File: config.mk
export PLATFORM = sky130hd
export DESIGN_NAME = seg_accum
export DESIGN_NICKNAME = d
export VERILOG_FILES = /design/src/rtl/seg_accum_pkg.sv /design/src/rtl/seg_accum_lane.sv /design/src/rtl/seg_accum_head.sv /design/src/rtl/seg_accum_flush.sv /design/src/rtl/seg_accum.sv
export SDC_FILE = /design/constraint.sdc
export NUM_CORES = 1
export LEC_CHECK = 0
export ABC_AREA = 1
export BUFFER_PORTS_ARGS = -buffer_cell sky130_fd_sc_hd__buf_2
export CORE_MARGIN = 2
export CORE_UTILIZATION = 54
export CTS_CLUSTER_DIAMETER = 150
export DETAILED_ROUTE_END_ITERATION = 12
export GPL_TIMING_DRIVEN = 0
export PLACE_DENSITY = 0.8
export SYNTH_ARGS = -nofsm -noshare
export SYNTH_HDL_FRONTEND = slang
export SYNTH_SLANG_ARGS = --single-unit
File: constraint.sdc
create_clock -name clk -period 3.15 [get_ports clk]
set_input_delay 0.63 -clock clk [delete_from_list [all_inputs] [get_ports clk]]
set_output_delay 0.63 -clock clk [all_outputs]
set_load 0.03 [all_outputs]
File: src/rtl/seg_accum_pkg.sv
package seg_accum_pkg;

  // number of lanes for a given total and lane width
  function automatic int unsigned lane_count(input int unsigned total_w,
                                             input int unsigned seg_w);
    return total_w / seg_w;
  endfunction

  // number of boundary carry flops between lanes
  function automatic int unsigned cut_count(input int unsigned total_w,
                                            input int unsigned seg_w);
    return (total_w / seg_w) - 1;
  endfunction

  // worst-case zero-input clocks needed to drain all carries
  function automatic int unsigned flush_bound(input int unsigned total_w,
                                              input int unsigned seg_w);
    return cut_count(total_w, seg_w);
  endfunction

endpackage

File: src/rtl/seg_accum_lane.sv
module seg_accum_lane #(
  parameter int unsigned SEG_W = 8
) (
  input  logic             clk,
  input  logic             rst,
  input  logic             step,
  input  logic [SEG_W-1:0] add_word,
  input  logic             cin,
  output logic [SEG_W-1:0] seg_q,
  output logic             cout_q
);

  // lane adder with carry out
  function automatic logic [SEG_W:0] lane_add(input logic [SEG_W-1:0] a,
                                              input logic [SEG_W-1:0] b,
                                              input logic             ci);
    return {1'b0, a} + {1'b0, b} + {{SEG_W{1'b0}}, ci};
  endfunction

  always_ff @(posedge clk) begin
    if (rst) begin
      seg_q  <= '0;
      cout_q <= 1'b0;
    end else if (step) begin
      {cout_q, seg_q} <= lane_add(seg_q, add_word, cin);
    end
  end

endmodule

File: src/rtl/seg_accum_head.sv
module seg_accum_head #(
  parameter int unsigned SEG_W = 8
) (
  input  logic             clk,
  input  logic             rst,
  input  logic             step,
  input  logic [SEG_W-1:0] add_word,
  input  logic             cin,
  output logic [SEG_W-1:0] seg_q
);

  // most significant lane: the carry out falls off the top
  function automatic logic [SEG_W-1:0] wrap_add(input logic [SEG_W-1:0] a,
                                                input logic [SEG_W-1:0] b,
                                                input logic             ci);
    return a + b + {{(SEG_W-1){1'b0}}, ci};
  endfunction

  always_ff @(posedge clk) begin
    if (rst) begin
      seg_q <= '0;
    end else if (step) begin
      seg_q <= wrap_add(seg_q, add_word, cin);
    end
  end

endmodule

File: src/rtl/seg_accum_flush.sv
module seg_accum_flush #(
  parameter int unsigned NCUT = 3
) (
  input  logic            clk,
  input  logic            rst,
  input  logic            add_en,
  input  logic            rd_req,
  input  logic [NCUT-1:0] carry_q,
  output logic            step,
  output logic            flush_go,
  output logic            acc_valid
);

  logic flush_q;

  // valid comes straight from registered carry state
  assign acc_valid = ~|carry_q;
  assign flush_go  = (rd_req | flush_q) & ~acc_valid;
  assign step      = add_en | flush_go;

  always_ff @(posedge clk) begin
    if (rst) begin
      flush_q <= 1'b0;
    end else begin
      flush_q <= flush_go;
    end
  end

endmodule

File: src/rtl/seg_accum.sv
module seg_accum
  import seg_accum_pkg::*;
#(
  parameter int unsigned TOTAL_W = 32,
  parameter int unsigned SEG_W   = 8
) (
  input  logic               clk,
  input  logic               rst,
  input  logic               add_en,
  input  logic [TOTAL_W-1:0] din,
  input  logic               rd_req,
  output logic [TOTAL_W-1:0] acc_out,
  output logic               acc_valid
);

  localparam int unsigned NSEG = lane_count(TOTAL_W, SEG_W);
  localparam int unsigned NCUT = cut_count(TOTAL_W, SEG_W);

  logic               step;
  logic               flush_go;
  logic [NCUT-1:0]    carry_q;
  logic [TOTAL_W-1:0] add_word;

  // zero input while flushing without an add
  assign add_word = add_en ? din : '0;

  for (genvar g = 0; g < NSEG; g++) begin : g_seg
    logic cin_g;
    if (g == 0) begin : g_first
      assign cin_g = 1'b0;
    end else begin : g_rest
      assign cin_g = carry_q[g-1];
    end
    if (g < NSEG - 1) begin : g_lane
      seg_accum_lane #(.SEG_W(SEG_W)) lane_i (
        .clk      (clk),
        .rst      (rst),
        .step     (step),
        .add_word (add_word[g*SEG_W +: SEG_W]),
        .cin      (cin_g),
        .seg_q    (acc_out[g*SEG_W +: SEG_W]),
        .cout_q   (carry_q[g])
      );
    end else begin : g_head
      seg_accum_head #(.SEG_W(SEG_W)) head_i (
        .clk      (clk),
        .rst      (rst),
        .step     (step),
        .add_word (add_word[g*SEG_W +: SEG_W]),
        .cin      (cin_g),
        .seg_q    (acc_out[g*SEG_W +: SEG_W])
      );
    end
  end

  seg_accum_flush #(.NCUT(NCUT)) flush_i (
    .clk       (clk),
    .rst       (rst),
    .add_en    (add_en),
    .rd_req    (rd_req),
    .carry_q   (carry_q),
    .step      (step),
    .flush_go  (flush_go),
    .acc_valid (acc_valid)
  );

endmodule

==> results of run 1 <==
==> cell families (layout without fill, tap and decap cells) <==
kind of cell    after synthesis  count (layout)
xor+xnor                     12              12
flops                        36              36
buf+inv                     109             184
compound gates               70              70
simple gates                187             187
fa+ha+maj                    35              35
==> synth_stat cells (5+ instances only) <==
| cell | count | share of area |
|---|---|---|
| o21ai_1 | 8 | 0.014 |
| nand3_1 | 32 | 0.055 |
| nand3b_1 | 5 | 0.013 |
| buf_2 | 5 | 0.0086 |
| xnor2_1 | 5 | 0.015 |
| dfxtp_1 | 36 | 0.25 |
| nor2_1 | 24 | 0.031 |
| or2_2 | 6 | 0.013 |
| xor2_1 | 7 | 0.021 |
| fa_1 | 7 | 0.048 |
| clkbuf_1 | 6 | 0.0078 |
| a21oi_1 | 30 | 0.052 |
| o21ai_0 | 28 | 0.048 |
| inv_1 | 93 | 0.12 |
| nand2_1 | 118 | 0.15 |
| ha_1 | 28 | 0.12 |
==> critical path, delay by kind of cell <==
family | cells | cell delay, ns
adder cells (fa/ha/maj) | 2 | 0.85
buffers and inverters | 2 | 0.62
AND/OR/NAND/NOR | 6 | 0.54
AO/OA/AOI/OAI | 1 | 0.25
==> area by class of cell <==
type,count,share of cell area
inverters,96,0.106
well taps,70,0.0257
flip-flops and latches,36,0.212
multi-input cells,304,0.513
clock buffers,8,0.0264
plain buffers,13,0.0195
repair buffers,67,0.0984
==> metrics by stage <==
| step | hold slack (ns) | area, µm² | power, mW | utilization |
|---|---|---|---|---|
| 2_1_floorplan | 0.486 | 2890 | 1.14 | - |
| 3_3_place_gp | 0.499 | 3320 | 1.30 | 0.645 |
| 3_5_place_dp | 0.520 | 3320 | 1.33 | 0.645 |
| 4_1_cts | 0.498 | 3410 | 1.68 | 0.663 |
| 5_1_grt | 0.491 | 3410 | 1.80 | 0.663 |
| 6_report | 0.504 | 3410 | 1.67 | 0.663 |
==> sequential cells by signal (all words and copies together) (netlist names) <==
| name | cells |
|---|---|
| g_seg.g_head.head_i.seg_q | 8 |
| flush_i.flush_q | 1 |
| g_seg.g_lane.lane_i.cout_q | 3 |
| g_seg.g_lane.lane_i.seg_q | 24 |
==> how the worst max path moves through the flow <==
stage	start	end	cells after the start
after global routing	add_en	g_seg[3].g_head.head_i.seg_q[6]	11
after detailed placement	add_en	g_seg[3].g_head.head_i.seg_q[6]	11
final	add_en	g_seg[3].g_head.head_i.seg_q[6]	11
after CTS	add_en	g_seg[3].g_head.head_i.seg_q[6]	11
after floorplan	add_en	g_seg[3].g_head.head_i.seg_q[6]	11
after global placement	add_en	g_seg[3].g_head.head_i.seg_q[6]	11
==> routing by layer <==
layer	part of all wire	GRT usage
met1	0.46	0.303
met2	0.48	0.432
met3	0.046	0.0388
met4	0.012	0.0679
met5	0	0
==> power groups by stage <==
stage	Sequential (mW)	Combinational [mW]	Clock, mW
after floorplan	0.712	0.423	0
after global placement	0.590	0.715	0
after CTS	0.583	0.738	0.360
after detailed placement	0.593	0.733	0
after global routing	0.593	0.825	0.382
final	0.583	0.738	0.349
==> summary.md, run 1 <==
| Metric | Value |
|---|---|
| Result of the run | `finished clean` |
| Setup Crit Path Kind | `in -> reg` |
| Pre-antenna DRT Iters | `6` |
| Setup total negative slack | `0 ns` |
| I/O Buffers | `67` |
| Syn avg cell area | `around 6.4 µm²` |
| Combined global-route utilization of all metal layers | `0.243` |
| DR vias | `just under 3000` |
| Height of the chip | `approximately 77 µm` |
| Synth Flop Type | `dfxtp_1` |
| HPWL after detailed placement | `5270 µm` |
| Sequential group share of total power | `0.349` |
| Total power density per cell area | `~490 nW/µm²` |
| Parity-gate share of the synthesized area counting xor and xnor cells | `0.0363` |
| Die area | `just under 6000 µm²` |
| IO Pins | `between 60 and 70` |
| Maximum resistive drop on vdd | `around 260 µV` |
| Top achievable clock speed | `between 300 and 400 MHz` |
| Crit Reg-Reg Endpoint | `g_seg[3].g_head.head_i.seg_q[6]` |
| Clock tree from TritonCTS | `built` |
| # rows | `26` |
| Register-to-Register Path Depth | `9` |
| Classification of the worst-slack hold path | `in -> reg` |
| Layout area overhead | `17.7%` |
| Count of yosys warnings during synthesis | `0` |
| Ratio of routed vias to standard cells | `just under 5` |
| Weighted congestion reported at the end of routability-driven placement | `approximately 0.85` |
| Root Driver | `clkbuf_8` |
| Area fraction in compound gates after synthesis | `0.125` |
| Max stage delay on crit path | `0.47 ns` |
| Maximum number of pins on one net before global-route repair | `11` |
| Post-cts repair resize count | `0` |
| Post-placement worst setup slack | `about 0.14 ns` |
| Post-Place Cells | `586` |
| Critical Path Start Type | `input port` |
| Number of buffers on the longest clock path | `2` |
| Number of hold-repair buffers added at the cts stage | `0` |
| Area of the multi-input gates | `1750 µm²` |
| Peak fanout along the critical path | `10` |
| Number of post-CTS setup repair buffers | `0` |
| Area of the core | `just over 5000 µm²` |
| Critical hold path startpoint | `rst` |
| RSZ-0062 raised after global routing | `no` |
| Num Clock Sinks | `36` |
| Non-Filler Instances | `594` |
| Unique cell type count in the Yosys netlist | `23` |
| Number of global-route vias before repair | `between 2000 and 3000` |
| Data arrival time of the critical path | `2.89 ns` |
| MaxCap Viol Count | `0` |
| Net switching power figure | `0.701 mW` |
| FILL cells | `roughly 500` |
| Wire length of the first global-routing pass | `11800 µm` |
| Clk_lat worst skew | `about 0.29 ns` |
| FF+latch area | `slightly above 700 µm²` |
| Commonest non-fill, non-tap cells in the layout | `118 x nand2_1, 93 x inv_1, 72 x buf_2` |
| Nets@finish | `slightly below 600` |
| Cells on Worst Hold Path | `2` |
| Initial DRC count | `around 180` |
| Sequential element share of the synthesized area | `0.249` |
| Initial antenna violation count | `0` |
| FF+latch count, synth | `36` |
| Internal portion of total power | `0.969 mW` |
| Total global routing overflow | `0` |
| Combinational family with the most area after synthesis | `simple AND/OR/NAND/NOR gates` |
| Worst R2R Setup Slack | `between 1 and 1.5 ns` |
| Post-route fraction of the period consumed by the critical path | `0.861` |
| Initial core utilization | `0.563` |
| CTS buffer count | `5` |
| Die boundary width | `a little under 80 µm` |
| DRC violations left | `0` |
| Max-slew headroom at the worst pin | `0.613` |
| Count of mapped cells out of synthesis | `about 450` |
| Number of endpoints with negative hold slack in the final report | `0` |
| Clock period minus final worst setup slack | `roughly 2.7 ns` |
| Worst-case setup margin in the final layout | `0.439 ns` |
| Sort of element at the end of the critical path | `register` |
| Reported leakage power | `about 2.1 nW` |
| Most common library cell in the layout ignoring fill and taps | `nand2_1` |
| Combinational group share of total power | `0.442` |
| Share of synthesized area spent on multiplexers | `0` |
| Portion of total power attributed to the clock network | `0.209` |
| Fraction of registers with async set or reset after synthesis | `0` |
| Total wire length | `just under 7000 µm` |
| Cell area after synthesis | `about 2900 µm²` |
| Crit-path cells | `buf_2 > clkbuf_1 > nand2_1 > fa_1 > fa_1 > o21ai_0 > nand3_1 > nand3_1 > nand2_1 > nor2_1 > nor2_1` |
| Launching point of the worst reg2reg path | `g_seg[3].g_head.head_i.seg_q[0]` |
| Antenna Nets Post-Route | `0` |
| Critical-path top delay cell | `clkbuf_1` |
| WL per Instance | `between 10 and 15 µm` |
| Post-synthesis share of cell area spent on full adders, half adders and majority gates | `0.169` |
| Share of synthesized cell area in and, or, nand and nor gates | `0.273` |
| Total nets after synthesis | `520` |
| Number of flops mapped to enable cells by yosys | `0` |
| # diodes | `0` |
| Critical path required time | `3.33 ns` |
| Worst-case hold path end point | `flush_i.flush_q` |
| Clk pin slew, worst setup/hold paths | `approximately 0.070 ns` |
| Slew at the pin with the worst max-slew slack | `0.580 ns` |
| Total of endpoints with negative setup slack in the final report | `0` |
| Fraction of final layout cells with drive strength greater than 1 | `0.176` |
| Worst clock skew | `0.00862 ns` |
| Proportion of total power due to net switching | `0.420` |
| Htree depth | `2` |
| Max Transition Viols Final | `0` |
(Power assumes the default switching activity.)
==> run 2, diff against run 1 <==
- CAP_MARGIN: unset -> 40
- RECOVER_POWER: unset -> 25
==> summary.md, run 2 (same netlist as run 1, synthesis figures left out) <==
| Metric | Value |
|---|---|
| Number of endpoints with negative hold slack in the final report | `0` |
| Classification of the worst-slack hold path | `in -> reg` |
| IO Pins | `between 60 and 70` |
| Number of post-CTS setup repair buffers | `0` |
| Maximum resistive drop on vdd | `between 200 and 300 µV` |
| Highest metal layer with signal wires | `met4` |
| Clk_lat worst skew | `0.29 ns` |
| WHS | `roughly 0.5 ns` |
| FILL cells | `505` |
| Setup total negative slack | `0 ns` |
| Clock tree from TritonCTS | `built` |
| Net switching power figure | `around 0.7 mW` |
| Die boundary width | `77.2 µm` |
| RSZ-0062 raised after global routing | `no` |
| Initial DRC count | `176` |
| Register name with the most flops | `g_seg.g_lane.lane_i.seg_q` |
| Pre-antenna DRT Iters | `5` |
| Total of endpoints with negative setup slack in the final report | `0` |
| Total wire length | `around 7000 µm` |
| Instance area after placement | `~3300 µm²` |
| # diodes | `0` |
| Post-cts repair resize count | `0` |
| Critical Path Start Type | `input port` |
| Max-slew headroom at the worst pin | `0.617` |
| Nets@finish | `~590` |
| Sort of element at the end of the critical path | `register` |
| Wire length of the first global-routing pass | `between 10000 and 15000 µm` |
| Worst-case setup margin in the final layout | `0.440 ns` |
| Antenna Nets Post-Route | `0` |
| Initial antenna violation count | `0` |
| Clock period minus final worst setup slack | `approximately 2.7 ns` |
| DRC violations left | `0` |
| Sequential group share of total power | `0.352` |
| Fin area | `3380 µm²` |
| Registers with the most flip-flops | `g_seg.g_lane.lane_i.seg_q: 24 flops, g_seg.g_head.head_i.seg_q: 8 flops, g_seg.g_lane.lane_i.cout_q: 3 flops` |
| Combinational group share of total power | `0.438` |
| Crit-path cells | `buf_2 > clkbuf_1 > nand2_1 > fa_1 > fa_1 > o21ai_0 > nand3_1 > nand3_1 > nand2_1 > nor2_1 > nor2_1` |
| Critical path required time | `~3.3 ns` |
| Number of buffers on the longest clock path | `2` |
| Slew at the pin with the worst max-slew slack | `0.574 ns` |
| Initial core utilization | `0.563` |
| Number of global-route vias before repair | `~2700` |
| Num Clock Sinks | `36` |
| Reported leakage power | `roughly 2.1 nW` |
| Top achievable clock speed | `about 370 MHz` |
| Maximum number of pins on one net before global-route repair | `11` |
| Combined global-route utilization of all metal layers | `0.243` |
| Clk pin slew, worst setup/hold paths | `approximately 0.07 ns` |
| Most common library cell in the layout ignoring fill and taps | `nand2_1` |
| Internal portion of total power | `approximately 0.96 mW` |
| Total global routing overflow | `0` |
| CTS buffer count | `5` |
| Number of hold-repair buffers added at the cts stage | `0` |
| Peak fanout along the critical path | `10` |
| Portion of total power attributed to the clock network | `0.210` |
| Total power density per cell area | `a little under 500 nW/µm²` |
| Post-placement worst setup slack | `~0.14 ns` |
| Met2 Routed Length | `3330 µm` |
| # rows | `26` |
| Htree depth | `2` |
| Height of the chip | `between 70 and 80 µm` |
| Max Transition Viols Final | `0` |
| Worst clock skew | `around 0.0092 ns` |
| Commonest non-fill, non-tap cells in the layout | `118 x nand2_1, 93 x inv_1, 56 x buf_2` |
| Root Driver | `clkbuf_8` |
| Data arrival time of the critical path | `between 2 and 3 ns` |
| Ratio of routed vias to standard cells | `around 4.9` |
| Total design power | `~1.7 mW` |
| Post-route fraction of the period consumed by the critical path | `0.860` |
| Met1 Wirelength | `~3200 µm` |
| I/O Buffers | `between 60 and 70` |
| Fraction of final layout cells with drive strength greater than 1 | `0.143` |
| Result of the run | `finished clean` |
| WL per Instance | `~12 µm` |
| Weighted congestion reported at the end of routability-driven placement | `roughly 0.85` |
| Number of flip-flops under the largest register name | `24` |
| Met3 routed wirelength | `roughly 320 µm` |
| Area of the core | `between 5000 and 6000 µm²` |
| Max stage delay on crit path | `roughly 0.47 ns` |
| Die area | `5960 µm²` |
| Proportion of total power due to net switching | `0.422` |
| HPWL after detailed placement | `approximately 5300 µm` |
| MaxCap Viol Count | `0` |
| Critical-path top delay cell | `clkbuf_1` |
| Setup Crit Path Kind | `in -> reg` |
| Layout area overhead | `16.9%` |
| DR vias | `a little under 3000` |
[run 2: cell count changes in the layout (fill, tap and decap cells not counted)]
cell / previous run / this run
o21ai_0: 28 / 29
o21ai_2: 1 / 0
clkbuf_1: 8 / 24
buf_2: 72 / 56
[run 2: final timing paths]
| kind | startpoint | to | slack [ns] | depth (start not counted) |
|---|---|---|---|---|
| min | rst | flush_i.flush_q | 0.51 | 2 |
| max reg2reg | g_seg[3].g_head.head_i.seg_q[0] | g_seg[3].g_head.head_i.seg_q[6] | 1.09 | 9 |
| max | add_en | g_seg[3].g_head.head_i.seg_q[6] | 0.44 | 11 |
| min reg2reg | g_seg[1].g_lane.lane_i.cout_q | g_seg[1].g_lane.lane_i.cout_q | 0.56 | 2 |
[run 2: layout make-up]
class | count | area, µm² | area share
Clock buffer | 8 | 90.1 | 0.0266
Inverter | 96 | 360 | 0.107
Tap cell | 70 | 87.6 | 0.0259
Timing Repair Buffer | 67 | 315 | 0.0932
Sequential cell | 36 | 721 | 0.213
Multi-Input combinational cell | 304 | 1740 | 0.515
Buffer | 13 | 66.3 | 0.0196
[run 2: per-layer routing]
metal / vias to the layer above / GRT usage
met5: - / 0
met4: 0 / 0.0679
met3: 9 / 0.0388
met2: 66 / 0.432
met1: 1275 / 0.303
li1: 1536 / -
[run 2: per-stage QoR]
stage | cells | util
floorplan | 449 | -
global placement | 586 | 0.645
detailed placement | 586 | 0.645
CTS | 594 | 0.663
global route | 594 | 0.658
finish | 594 | 0.658
[run 2: worst max-delay path, delay by kind of cell]
| kind | cells | cell delay, ns |
|---|---|---|
| compound gates | 1 | 0.25 |
| fa+ha+maj | 2 | 0.85 |
| buf+inv | 2 | 0.62 |
| simple gates | 6 | 0.54 |
[run 2: power by group through the flow]
stage	Combinational, mW	Sequential [mW]	Clock [mW]
detailed placement	0.733	0.593	0
finish	0.727	0.584	0.349
floorplan	0.423	0.712	0
global route	0.814	0.593	0.382
CTS	0.738	0.583	0.360
global placement	0.715	0.590	0
==> run 3, diff against run 2 <==
--- a/config.mk
+++ b/config.mk
@@ -10,9 +10,8 @@
 export CAP_MARGIN = 40
 export CORE_MARGIN = 2
-export CORE_UTILIZATION = 54
+export CORE_UTILIZATION = 40
 export CTS_CLUSTER_DIAMETER = 150
 export DETAILED_ROUTE_END_ITERATION = 12
 export GPL_TIMING_DRIVEN = 0
-export PLACE_DENSITY = 0.8
 export RECOVER_POWER = 25
 export SYNTH_ARGS = -nofsm -noshare
==> constraint.sdc (replaced) <==
create_clock -name clk -period 3.15 [get_ports clk]
set_input_delay 0.1575 -clock clk [delete_from_list [all_inputs] [get_ports clk]]
set_output_delay 0.1575 -clock clk [all_outputs]
set_load 0.03 [all_outputs]
==> summary.md, run 3 (same netlist as run 1, synthesis figures left out) <==
| Metric | Value |
|---|---|
| Total power density per cell area | `480 nW/µm²` |
| CTS buffer count | `5` |
| Initial antenna violation count | `0` |
| Number of hold-repair buffers added at the cts stage | `0` |
| Number of buffers on the longest clock path | `2` |
| Met2 Routed Length | `3330 µm` |
| Max Transition Viols Final | `0` |
| Register name with the most flops | `g_seg.g_lane.lane_i.seg_q` |
| Worst R2R Setup Slack | `1.13 ns` |
| # rows | `31` |
| MaxCap Viol Count | `0` |
| Initial core utilization | `0.406` |
| Met1 Wirelength | `between 3000 and 4000 µm` |
| Critical path required time | `3.33 ns` |
| DR vias | `between 2000 and 3000` |
| Critical hold path startpoint | `rst` |
| Root Driver | `clkbuf_8` |
| Area of the core | `7140 µm²` |
| Nets@finish | `slightly below 600` |
| Highest metal layer with signal wires | `met4` |
| Total wire length | `~7300 µm` |
| Crit Reg-Reg Endpoint | `g_seg[3].g_head.head_i.seg_q[6]` |
| Max-slew headroom at the worst pin | `0.595` |
| Post-cts repair resize count | `0` |
| Data arrival time of the critical path | `around 2.4 ns` |
| IO Pins | `69` |
| Number of post-CTS setup repair buffers | `0` |
| Num Clock Sinks | `36` |
| DRC violations left | `0` |
| Most common library cell in the layout ignoring fill and taps | `nand2_1` |
| Height of the chip | `just under 90 µm` |
| Worst clock skew | `~0.0056 ns` |
| Cells on Worst Hold Path | `2` |
| Total design power | `about 1.6 mW` |
| Buffering stage count on the worst path with inverters included | `2` |
| Die area | `slightly below 8000 µm²` |
| Utilization after layout | `0.477` |
| HPWL after detailed placement | `about 5600 µm` |
| Setup total negative slack | `0 ns` |
| Clock period minus final worst setup slack | `~2.2 ns` |
| Initial DRC count | `between 100 and 150` |
| Pre-antenna DRT Iters | `5` |
| Setup Crit Path Kind | `in -> reg` |
| Clk_lat worst skew | `slightly below 0.3 ns` |
| Result of the run | `finished clean` |
| Layout area overhead | `17.7%` |
| Peak fanout along the critical path | `10` |
| WL per Instance | `roughly 12 µm` |
| Ratio of routed vias to standard cells | `~4.7` |
| Met3 routed wirelength | `~460 µm` |
| Sort of element at the end of the critical path | `register` |
| Commonest non-fill, non-tap cells in the layout | `118 x nand2_1, 93 x inv_1, 56 x buf_2` |
| Wire length of the first global-routing pass | `around 12000 µm` |
| I/O Buffers | `67` |
| Weighted congestion reported at the end of routability-driven placement | `0.846` |
| Maximum number of pins on one net before global-route repair | `11` |
| Htree depth | `2` |
| Worst-case hold path end point | `flush_i.flush_q` |
| Number of global-route vias before repair | `around 2700` |
| Launching point of the worst reg2reg path | `g_seg[3].g_head.head_i.seg_q[0]` |
| Top achievable clock speed | `445 MHz` |
| Clock tree from TritonCTS | `built` |
| Total of endpoints with negative setup slack in the final report | `0` |
| Number of flip-flops under the largest register name | `24` |
| Slew at the pin with the worst max-slew slack | `just over 0.6 ns` |
| Total global routing overflow | `0` |
| Fraction of final layout cells with drive strength greater than 1 | `0.143` |
| Number of endpoints with negative hold slack in the final report | `0` |
| Max stage delay on crit path | `around 0.50 ns` |
| Critical path's top delay family | `adder cells` |
| Post-route fraction of the period consumed by the critical path | `0.713` |
| Critical-path top delay cell | `clkbuf_1` |
| Combined global-route utilization of all metal layers | `0.196` |
| RSZ-0062 raised after global routing | `no` |
| Classification of the worst-slack hold path | `in -> reg` |
| Critical Path Start Type | `input port` |
| Post-placement worst setup slack | `about 0.60 ns` |
| Clk pin slew, worst setup/hold paths | `~0.07 ns` |
| Antenna Nets Post-Route | `0` |
| Registers with the most flip-flops | `g_seg.g_lane.lane_i.seg_q: 24 flops, g_seg.g_head.head_i.seg_q: 8 flops, g_seg.g_lane.lane_i.cout_q: 3 flops` |
| Register-to-Register Path Depth | `9` |
| # diodes | `0` |
| Crit-path cells | `buf_2 > clkbuf_1 > nand2_1 > fa_1 > fa_1 > o21ai_0 > nand3_1 > nand3_1 > nand2_1 > nor2_1 > nor2_1` |
| WHS | `0.0393 ns` |
| Maximum resistive drop on vdd | `178 µV` |
| Die boundary width | `between 80 and 90 µm` |
| Reported leakage power | `2.08 nW` |
| Worst-case setup margin in the final layout | `~0.9 ns` |
## run 3: changes by cell type in the layout (fill, tap and decap cells not counted), sizes merged
cell    change
clkbuf      -2
clkinv      +1
## run 3: metrics by stage
stage / area [µm²] / cells
floorplan: 2890 / 449
global placement: 3350 / 615
detailed placement: 3350 / 615
CTS: 3430 / 622
global route: 3410 / 622
finish: 3410 / 622
## run 3: worst max-delay path by stage
stage | startpoint | to | slack (ns) | cells after the start
floorplan | g_seg[3].g_head.head_i.seg_q[0] | g_seg[3].g_head.head_i.seg_q[6] | 1.04 | 9
global placement | add_en | g_seg[3].g_head.head_i.seg_q[6] | 0.61 | 11
detailed placement | add_en | g_seg[3].g_head.head_i.seg_q[6] | 0.60 | 11
CTS | add_en | g_seg[3].g_head.head_i.seg_q[6] | 0.91 | 11
global route | add_en | g_seg[3].g_head.head_i.seg_q[6] | 0.70 | 11
finish | add_en | g_seg[3].g_head.head_i.seg_q[6] | 0.91 | 11
## run 3: layer usage
metal  vias up  global-route usage
met4         0              0.0448
met5         -                   0
met3         7              0.0351
met1      1284               0.259
li1       1539                   -
met2        67               0.336
## run 3: area by class of cell
class	instances	area (µm²)
Inverter	96	360
Tap cell	99	124
Timing Repair Buffer	67	315
Fill cell	798	3730
Multi-Input combinational cell	304	1740
Clock inverter	1	5.00
Buffer	13	66.3
Sequential cell	36	721
Clock buffer	6	72.6
## run 3: power breakdown
part	switching, mW	internal [mW]	total (mW)
registers	0.0586	0.526	0.585
logic	0.470	0.254	0.724
clock network	0.176	0.151	0.327
